### config.mk
export PLATFORM = sky130hd
export DESIGN_NAME = merged_barrel_shifter
export DESIGN_NICKNAME = d
export VERILOG_FILES = /design/src/rtl/shm_pkg.sv /design/src/rtl/shm_col_select.sv /design/src/rtl/shm_stage.sv /design/src/rtl/merged_barrel_shifter.sv
export SDC_FILE = /design/constraint.sdc
export NUM_CORES = 1
export LEC_CHECK = 0
export BUFFER_PORTS_ARGS = -buffer_cell sky130_fd_sc_hd__buf_2
export CORE_UTILIZATION = 57
export DETAILED_ROUTE_END_ITERATION = 12
export PLACE_DENSITY = 0.9
export SLEW_MARGIN = 10
export SYNTH_ARGS = -nofsm -noshare
export SYNTH_HDL_FRONTEND = slang
export SYNTH_HIERARCHICAL = 1
export SYNTH_SLANG_ARGS = --single-unit
### constraint.sdc
create_clock -name vclk -period 3.5
set_clock_uncertainty 0.1 [all_clocks]
set_input_delay 1.05 -clock vclk [all_inputs]
set_output_delay 1.05 -clock vclk [all_outputs]
set_load 0.05 [all_outputs]
### src/rtl/shm_pkg.sv
package shm_pkg;

   localparam int MAX_GROUPS = 16;
   localparam int MAX_BITS   = 16;

   typedef logic [2*MAX_GROUPS-1:0] size_list_t;
   typedef logic [8*MAX_BITS-1:0]   bit_list_t;

   // Size of group g, read from its 2-bit field.
   function automatic int group_size(size_list_t sizes, int g);
      return int'(sizes[2*g +: 2]);
   endfunction

   // First BIT_ORDER position used by group g.
   function automatic int group_start(size_list_t sizes, int g);
      int acc;
      acc = 0;
      for (int k = 0; k < MAX_GROUPS; k++) begin
         if (k < g) acc += int'(sizes[2*k +: 2]);
      end
      return acc;
   endfunction

   // Amount-bit index stored at position pos.
   function automatic int bit_at(bit_list_t order, int pos);
      return int'(order[8*pos +: 8]);
   endfunction

   // A plan is accepted only when it covers each amount bit exactly once.
   function automatic bit plan_ok(int nbits, int ngroups, size_list_t sizes,
                                  bit_list_t order);
      logic [MAX_BITS-1:0] seen;
      int total;
      int sz;
      int idx;
      bit ok;
      ok    = (ngroups >= 1) && (ngroups <= MAX_GROUPS) &&
              (nbits >= 1) && (nbits <= MAX_BITS);
      total = 0;
      seen  = '0;
      for (int g = 0; g < MAX_GROUPS; g++) begin
         if (g < ngroups) begin
            sz = int'(sizes[2*g +: 2]);
            if (sz == 0) ok = 1'b0;
            total += sz;
         end
      end
      if (total != nbits) ok = 1'b0;
      for (int p = 0; p < MAX_BITS; p++) begin
         if (p < nbits) begin
            idx = int'(order[8*p +: 8]);
            if (idx >= nbits)          ok = 1'b0;
            else if (seen[idx[3:0]])   ok = 1'b0;
            else                       seen[idx[3:0]] = 1'b1;
         end
      end
      return ok;
   endfunction

endpackage

### src/rtl/shm_col_select.sv
module shm_col_select #(
   parameter int SIZE = 1,
   localparam int NCAND = 1 << SIZE
) (
   input  logic [NCAND-1:0] cand,
   input  logic [SIZE-1:0]  sel,
   output logic             y
);

   generate
      if (SIZE == 1) begin : g_two
         assign y = sel[0] ? cand[1] : cand[0];
      end else if (SIZE == 2) begin : g_four
         always_comb begin
            unique case (sel)
               2'd0:    y = cand[0];
               2'd1:    y = cand[1];
               2'd2:    y = cand[2];
               default: y = cand[3];
            endcase
         end
      end else begin : g_eight
         assign y = cand[sel];
      end
   endgenerate

endmodule

### src/rtl/shm_stage.sv
module shm_stage #(
   parameter int WIDTH      = 32,
   parameter bit SHIFT_LEFT = 1'b1,
   parameter int SIZE       = 1,
   parameter int DIST0      = 1,
   parameter int DIST1      = 0,
   parameter int DIST2      = 0,
   localparam int NCAND     = 1 << SIZE
) (
   input  logic [WIDTH-1:0] din,
   input  logic [SIZE-1:0]  sel,
   output logic [WIDTH-1:0] dout
);

   initial begin
      if (SIZE < 1 || SIZE > 3) $error("shm_stage: SIZE must be 1..3");
   end

   generate
      for (genvar q = 0; q < WIDTH; q++) begin : g_col
         logic [NCAND-1:0] cand;
         for (genvar c = 0; c < NCAND; c++) begin : g_cand
            localparam int OFF = (((c & 1) != 0) ? DIST0 : 0) +
                                 (((c & 2) != 0) ? DIST1 : 0) +
                                 (((c & 4) != 0) ? DIST2 : 0);
            localparam int SRC = SHIFT_LEFT ? (q - OFF) : (q + OFF);
            if (SRC >= 0 && SRC < WIDTH) begin : g_src
               assign cand[c] = din[SRC];
            end else begin : g_zero
               assign cand[c] = 1'b0;
            end
         end
         shm_col_select #(.SIZE(SIZE)) u_sel (
            .cand (cand),
            .sel  (sel),
            .y    (dout[q])
         );
      end
   endgenerate

endmodule

### src/rtl/merged_barrel_shifter.sv
module merged_barrel_shifter #(
   parameter int WIDTH      = 32,
   parameter bit SHIFT_LEFT = 1'b1,
   parameter int NUM_GROUPS = 2,
   parameter logic [2*NUM_GROUPS-1:0]     GROUP_SIZES = 4'b10_11,
   parameter logic [8*$clog2(WIDTH)-1:0]  BIT_ORDER   = {8'd3, 8'd0, 8'd2, 8'd1, 8'd4}
) (
   input  logic [WIDTH-1:0]         data_in,
   input  logic [$clog2(WIDTH)-1:0] shamt,
   output logic [WIDTH-1:0]         data_out
);

   localparam int LOG2W = $clog2(WIDTH);
   localparam shm_pkg::size_list_t SIZES_EXT = shm_pkg::size_list_t'(GROUP_SIZES);
   localparam shm_pkg::bit_list_t  ORDER_EXT = shm_pkg::bit_list_t'(BIT_ORDER);
   localparam bit PLAN_OK = shm_pkg::plan_ok(LOG2W, NUM_GROUPS, SIZES_EXT, ORDER_EXT);
   localparam bit WIDTH_OK = (WIDTH >= 2) && ((1 << LOG2W) == WIDTH) &&
                             (LOG2W <= shm_pkg::MAX_BITS);

   generate
      if (!WIDTH_OK) begin : g_bad_width
         $error("merged_barrel_shifter: WIDTH must be a power of two");
      end
      if (!PLAN_OK) begin : g_bad_plan
         $error("merged_barrel_shifter: grouping plan does not cover each bit once");
      end
   endgenerate

   logic [WIDTH-1:0] chain [NUM_GROUPS+1];
   assign chain[0] = data_in;

   generate
      for (genvar g = 0; g < NUM_GROUPS; g++) begin : g_grp
         localparam int SZ_RAW = shm_pkg::group_size(SIZES_EXT, g);
         localparam int SZ     = (SZ_RAW < 1) ? 1 : SZ_RAW;
         localparam int START  = shm_pkg::group_start(SIZES_EXT, g);
         localparam int B0_RAW = shm_pkg::bit_at(ORDER_EXT, START);
         localparam int B1_RAW = (SZ > 1) ? shm_pkg::bit_at(ORDER_EXT, START + 1) : 0;
         localparam int B2_RAW = (SZ > 2) ? shm_pkg::bit_at(ORDER_EXT, START + 2) : 0;
         localparam int B0 = (B0_RAW < LOG2W) ? B0_RAW : 0;
         localparam int B1 = (B1_RAW < LOG2W) ? B1_RAW : 0;
         localparam int B2 = (B2_RAW < LOG2W) ? B2_RAW : 0;

         logic [SZ-1:0] sel;
         assign sel[0] = shamt[B0];
         if (SZ > 1) begin : g_s1
            assign sel[1] = shamt[B1];
         end
         if (SZ > 2) begin : g_s2
            assign sel[2] = shamt[B2];
         end

         shm_stage #(
            .WIDTH      (WIDTH),
            .SHIFT_LEFT (SHIFT_LEFT),
            .SIZE       (SZ),
            .DIST0      (1 << B0),
            .DIST1      ((SZ > 1) ? (1 << B1) : 0),
            .DIST2      ((SZ > 2) ? (1 << B2) : 0)
         ) u_stage (
            .din  (chain[g]),
            .sel  (sel),
            .dout (chain[g+1])
         );
      end
   endgenerate

   assign data_out = chain[NUM_GROUPS];

endmodule

# [Yosys cells after proc, flatten, opt, wreduce, memory -nomap -nowiden]
# Cells that the tools add are included.
[op_classes] n_mux=96 eq_ne=2 n_reduce_logical=1 n_lt_le_gt_ge=1
[op_table] op="binary-select mux 1 bit (select 3 bit)" n=32
[op_table] op="one-hot mux 1 bit (3 select lines)" n=24
[op_table] op="2-to-1 mux 1 bit" n=33
[op_table] op="one-hot mux 1 bit (2 select lines)" n=7
[op_table] op="less-than comparator 3 x 4 -> 1 bit (second input constant)" n=1
[op_table] op="== test 2 x 1 -> 1 bit (second input constant)" n=1
[op_table] op="== test 2 bit (second input constant)" n=1
[op_table] op="logical NOT 2 bit" n=1
[totals] in_bits=37 word_cells=100 ff_bits=0 output_inout_bits=32

# [Longest topological paths before layout]
[depth] word_depth=3 mapped_depth=3 ltp_nobuf=3

# [Modules after synthesis]
# The synthesis kept the hierarchy.
[modules_own_cells] mod="shm_col_select at g_grp[0].u_stage.g_col[0].u_sel ..." area_per_inst_um2=63.8 cells_per_inst=3 n_inst=32 seq_area_each_um2=0.0
[modules_own_cells] mod="shm_col_select at g_grp[1].u_stage.g_col[0].u_sel ..." area_per_inst_um2=22.5 cells_per_inst=1 n_inst=32 seq_area_each_um2=0.0
[modules_own_cells] mod="shm_stage" area_per_inst_um2=3.8 cells_per_inst=1 n_inst=2 seq_area_each_um2=0.0

# [Least setup slack after synthesis]
# OpenSTA, ideal clock, no wires.
[synth_timing] path_kind="input -> output" startpoint="input port shamt[4]" endpoint="output port data_out[11]" n_path_buf=0 t_required_ps=2350 slack_ps=-126 stages=3 t_arrival_ps=2476 path_cell_list="mux4_1 -> mux2_2 -> mux4_2"
[synth_rtl] item="from (decl)" line_no="merged_barrel_shifter.sv:9" text="input logic [$clog2(WIDTH)-1:0] shamt,"
[synth_rtl] item="to (decl)" line_no="merged_barrel_shifter.sv:10" text="output logic [WIDTH-1:0] data_out"

==> impl.org <==
** Status
- Status :: finished, violations left
- The final reports fail on setup timing.

** Power and ir drop
- Switching power share of the total :: between 50% and 60%
- The share of total power dissipated in sequential elements is 0%.
- Internal power summed over all cells :: approximately 460 uW
- Per report_power, the clock group accounts for 0% of the total.
- Net switching power :: roughly 520 uW
- In this run the power density over the cells is ~240 mW/mm2.
- Total power draw :: roughly 1000 uW
- Leakage :: 0.00175 uW
- Across the VDD grid, the largest voltage drop is 197 uV.
- Per report_power, the combinational group accounts for between 90% and 100% of the total.

** Detailed routing
- Summed over all nets, wire length on met2 after detailed routing comes to between 5000 and 6000 um.
- Signal routing reaches up to met4.
- The final layout contains routed wiring with a total length of around 10000 um.
- Drc violations :: 0
- The detailed router finished its first iteration with 412 violations.
- The count of nets left with antenna violations once routing finished came out at 0.
- The first detailed-routing pass ran for 5 iterations.
- In the routed layout, each cell is associated on average with a via count of a little over 7.
- Met3 routed wirelength :: 1240 um
- Across all layers, the routed design uses around 2700 vias.
- After detailed routing, the average wire length per cell comes to ~26 um.
- Post-route met1 wirelength :: 2950 um

** Logic synthesis
- By count the netlist is led by 64 x mux4_1, 32 x mux2_2, 32 x mux4_2.
- Synth Cell Area :: 0.00277 mm2
- For this run, the register share of the synthesized area comes to 0%.
- Each instance of the synthesized netlist takes up on average ~21 um2.
- The share of synthesized area in the top cell type comes to roughly three fifths.
- After technology mapping, the gate count stands at 130.
- The Yosys step of the flow raised 6 warnings.
- The synthesized netlist contains 4 unique library cells.
- Among all cell types in the netlist, the one instantiated most often is mux4_1.
- Largest area contributor in the netlist :: mux4_1
- After synthesis, the cell types taking the most area are mux4_1 61%, mux4_2 26%, mux2_2 13%.

** STA
- For the finished layout, the period the worst path requires is just over 4 ns.
- Setup violations remaining at the end of the flow were counted as 32.
- The final critical path takes up 117% of the cycle.
- Setup repair after global routing could not meet its margin everywhere.
- Static timing analysis puts the maximum clock frequency at between 200 and 250 MHz.
- Final number of hold-violating endpoints :: 0
- The total count of max-transition violations in the final report is 0.
- Setup slack on the critical path of the routed design comes to -0.608 ns.

** Finish
- 0 antenna diodes ended up in the layout.
- Leaving out filler cells and counting taps, the final layout contains 377.
- Layout cells sized above 1 :: 66.8%
- There are 0 flip-flops and latches.
- Counting the fill cells in the layout gives 170.
- Design area :: slightly above 0.004 mm2
- Area growth from synthesis to layout :: 45.8%
- Storage cell area :: 0 um2
- In the final design database the tool counted about 360 nets.
- In the final layout, the multi-input gates occupy between 0.003 and 0.004 mm2.
- The clock buffers instantiated in the layout total 0.

** Place
- PortBufs :: slightly below 70
- Placement-stage cell area :: 0.00367 mm2
- Post-DP HPWL :: about 6000 um
- Placer congestion estimate :: 0.880
- Dpl cells :: about 370
- Timing analysis after detailed placement gives a worst setup slack of -0.653 ns.

** Floorplan
- The floorplan step defined a die boundary enclosing around 0.0051 mm2.
- Site Rows :: 24
- In this run the horizontal extent of the chip is around 70 um.
- Starting utilization of the core area :: 61.5%
- Boundary pin count :: approximately 70
- The die is just over 70 um tall.
- The total area inside the core boundary comes to approximately 0.0045 mm2.

** GRT
- The via count of the first global-routing pass came to approximately 2600.
- The number of antenna violations at the first check in global routing came to 0.
- Global routing finished with a remaining overflow of 0.
- First-pass GRT wire length :: 14800 um
- Global-route total usage across every layer :: 40.0%
- Largest net degree at the start of global routing :: 33

** Critical path
- Data on the critical path is required at its endpoint by around 2.4 ns.
- At the worst endpoint, the arrival time is between 2 and 3 ns.
- The worst setup path is launched from an input pin.
- Setup Crit Path Kind :: in2out
- STA classifies the critical path endpoint as a primary output.
- Along the worst path, the maximum fanout reaches 6.

** Min path
- Class of the most critical hold timing path :: in2out
- Count of cells along the worst hold path :: 3

** Flow run
- Across the run, the number of max-cap violations was 0.
power groups by stage:
stage	sequential (uW)	combinational (uW)	clock, uW
6_report	0	973	0
5_1_grt	0	996	0
4_1_cts	0	926	0
3_5_place_dp	0	806	0
3_3_place_gp	0	782	0
2_1_floorplan	0	575	0
layer usage:
metal  up-vias  global-route usage (%)
met5         -                       0
li1       1003                       -
met1      1288                    48.3
met3        72                    6.19
met2       322                    69.9
met4         0                    20.5
cells in the final DEF (no fill, tap or decap):
cell and instances:
buf_12 13, buf_16 2, buf_2 36, buf_4 8, buf_6 29, buf_8 3, conb_1 106, mux2_4 32
mux4_1 2, mux4_2 94
per-stage QoR:
stage / hold slack [ns] / setup TNS [ns] / util (%)
detailed placement: 2.72 / -19.02 / 81.5
CTS: 2.63 / -16.28 / 89.6
finish: 2.64 / -17.03 / 89.7
global route: 2.65 / -17.88 / 89.7
global placement: 2.71 / -17.84 / 81.5
floorplan: 2.34 / -2.30 / -
critical path: stages:
cell and delay [ns]:
buf_12 0.11, buf_12 0.11, buf_12 0.12, mux4_2 0.50, mux2_4 0.33, mux4_2 0.55
buf_8 0.18
logic make-up (layout without fill, tap and decap cells):
group	count (synthesis)	after routing	share of synthesized area, %
other	2	106	0.271
multiplexers	128	128	99.7
buffers and inverters	0	91	0
cell type report:
cell class,instances,area share (%)
Multi-Input combinational cell,234,75.4
Tap cell,52,1.61
Timing Repair Buffer,91,22.9
final timing paths:
kind	slack [ns]	endpoint	startpoint
worst min-delay path	2.64	data_out[0]	shamt[0]
worst max-delay path	-0.61	data_out[18]	shamt[4]
repair_timing:
item                       in CTS  in global routing
gates cloned                    2                  0
setup buffers                   7                  0
setup endpoints to repair      32                 32
gates resized for setup        73                  1
hold buffers                    0                  0
No activity file was read; power rests on OpenSTA's default activity.
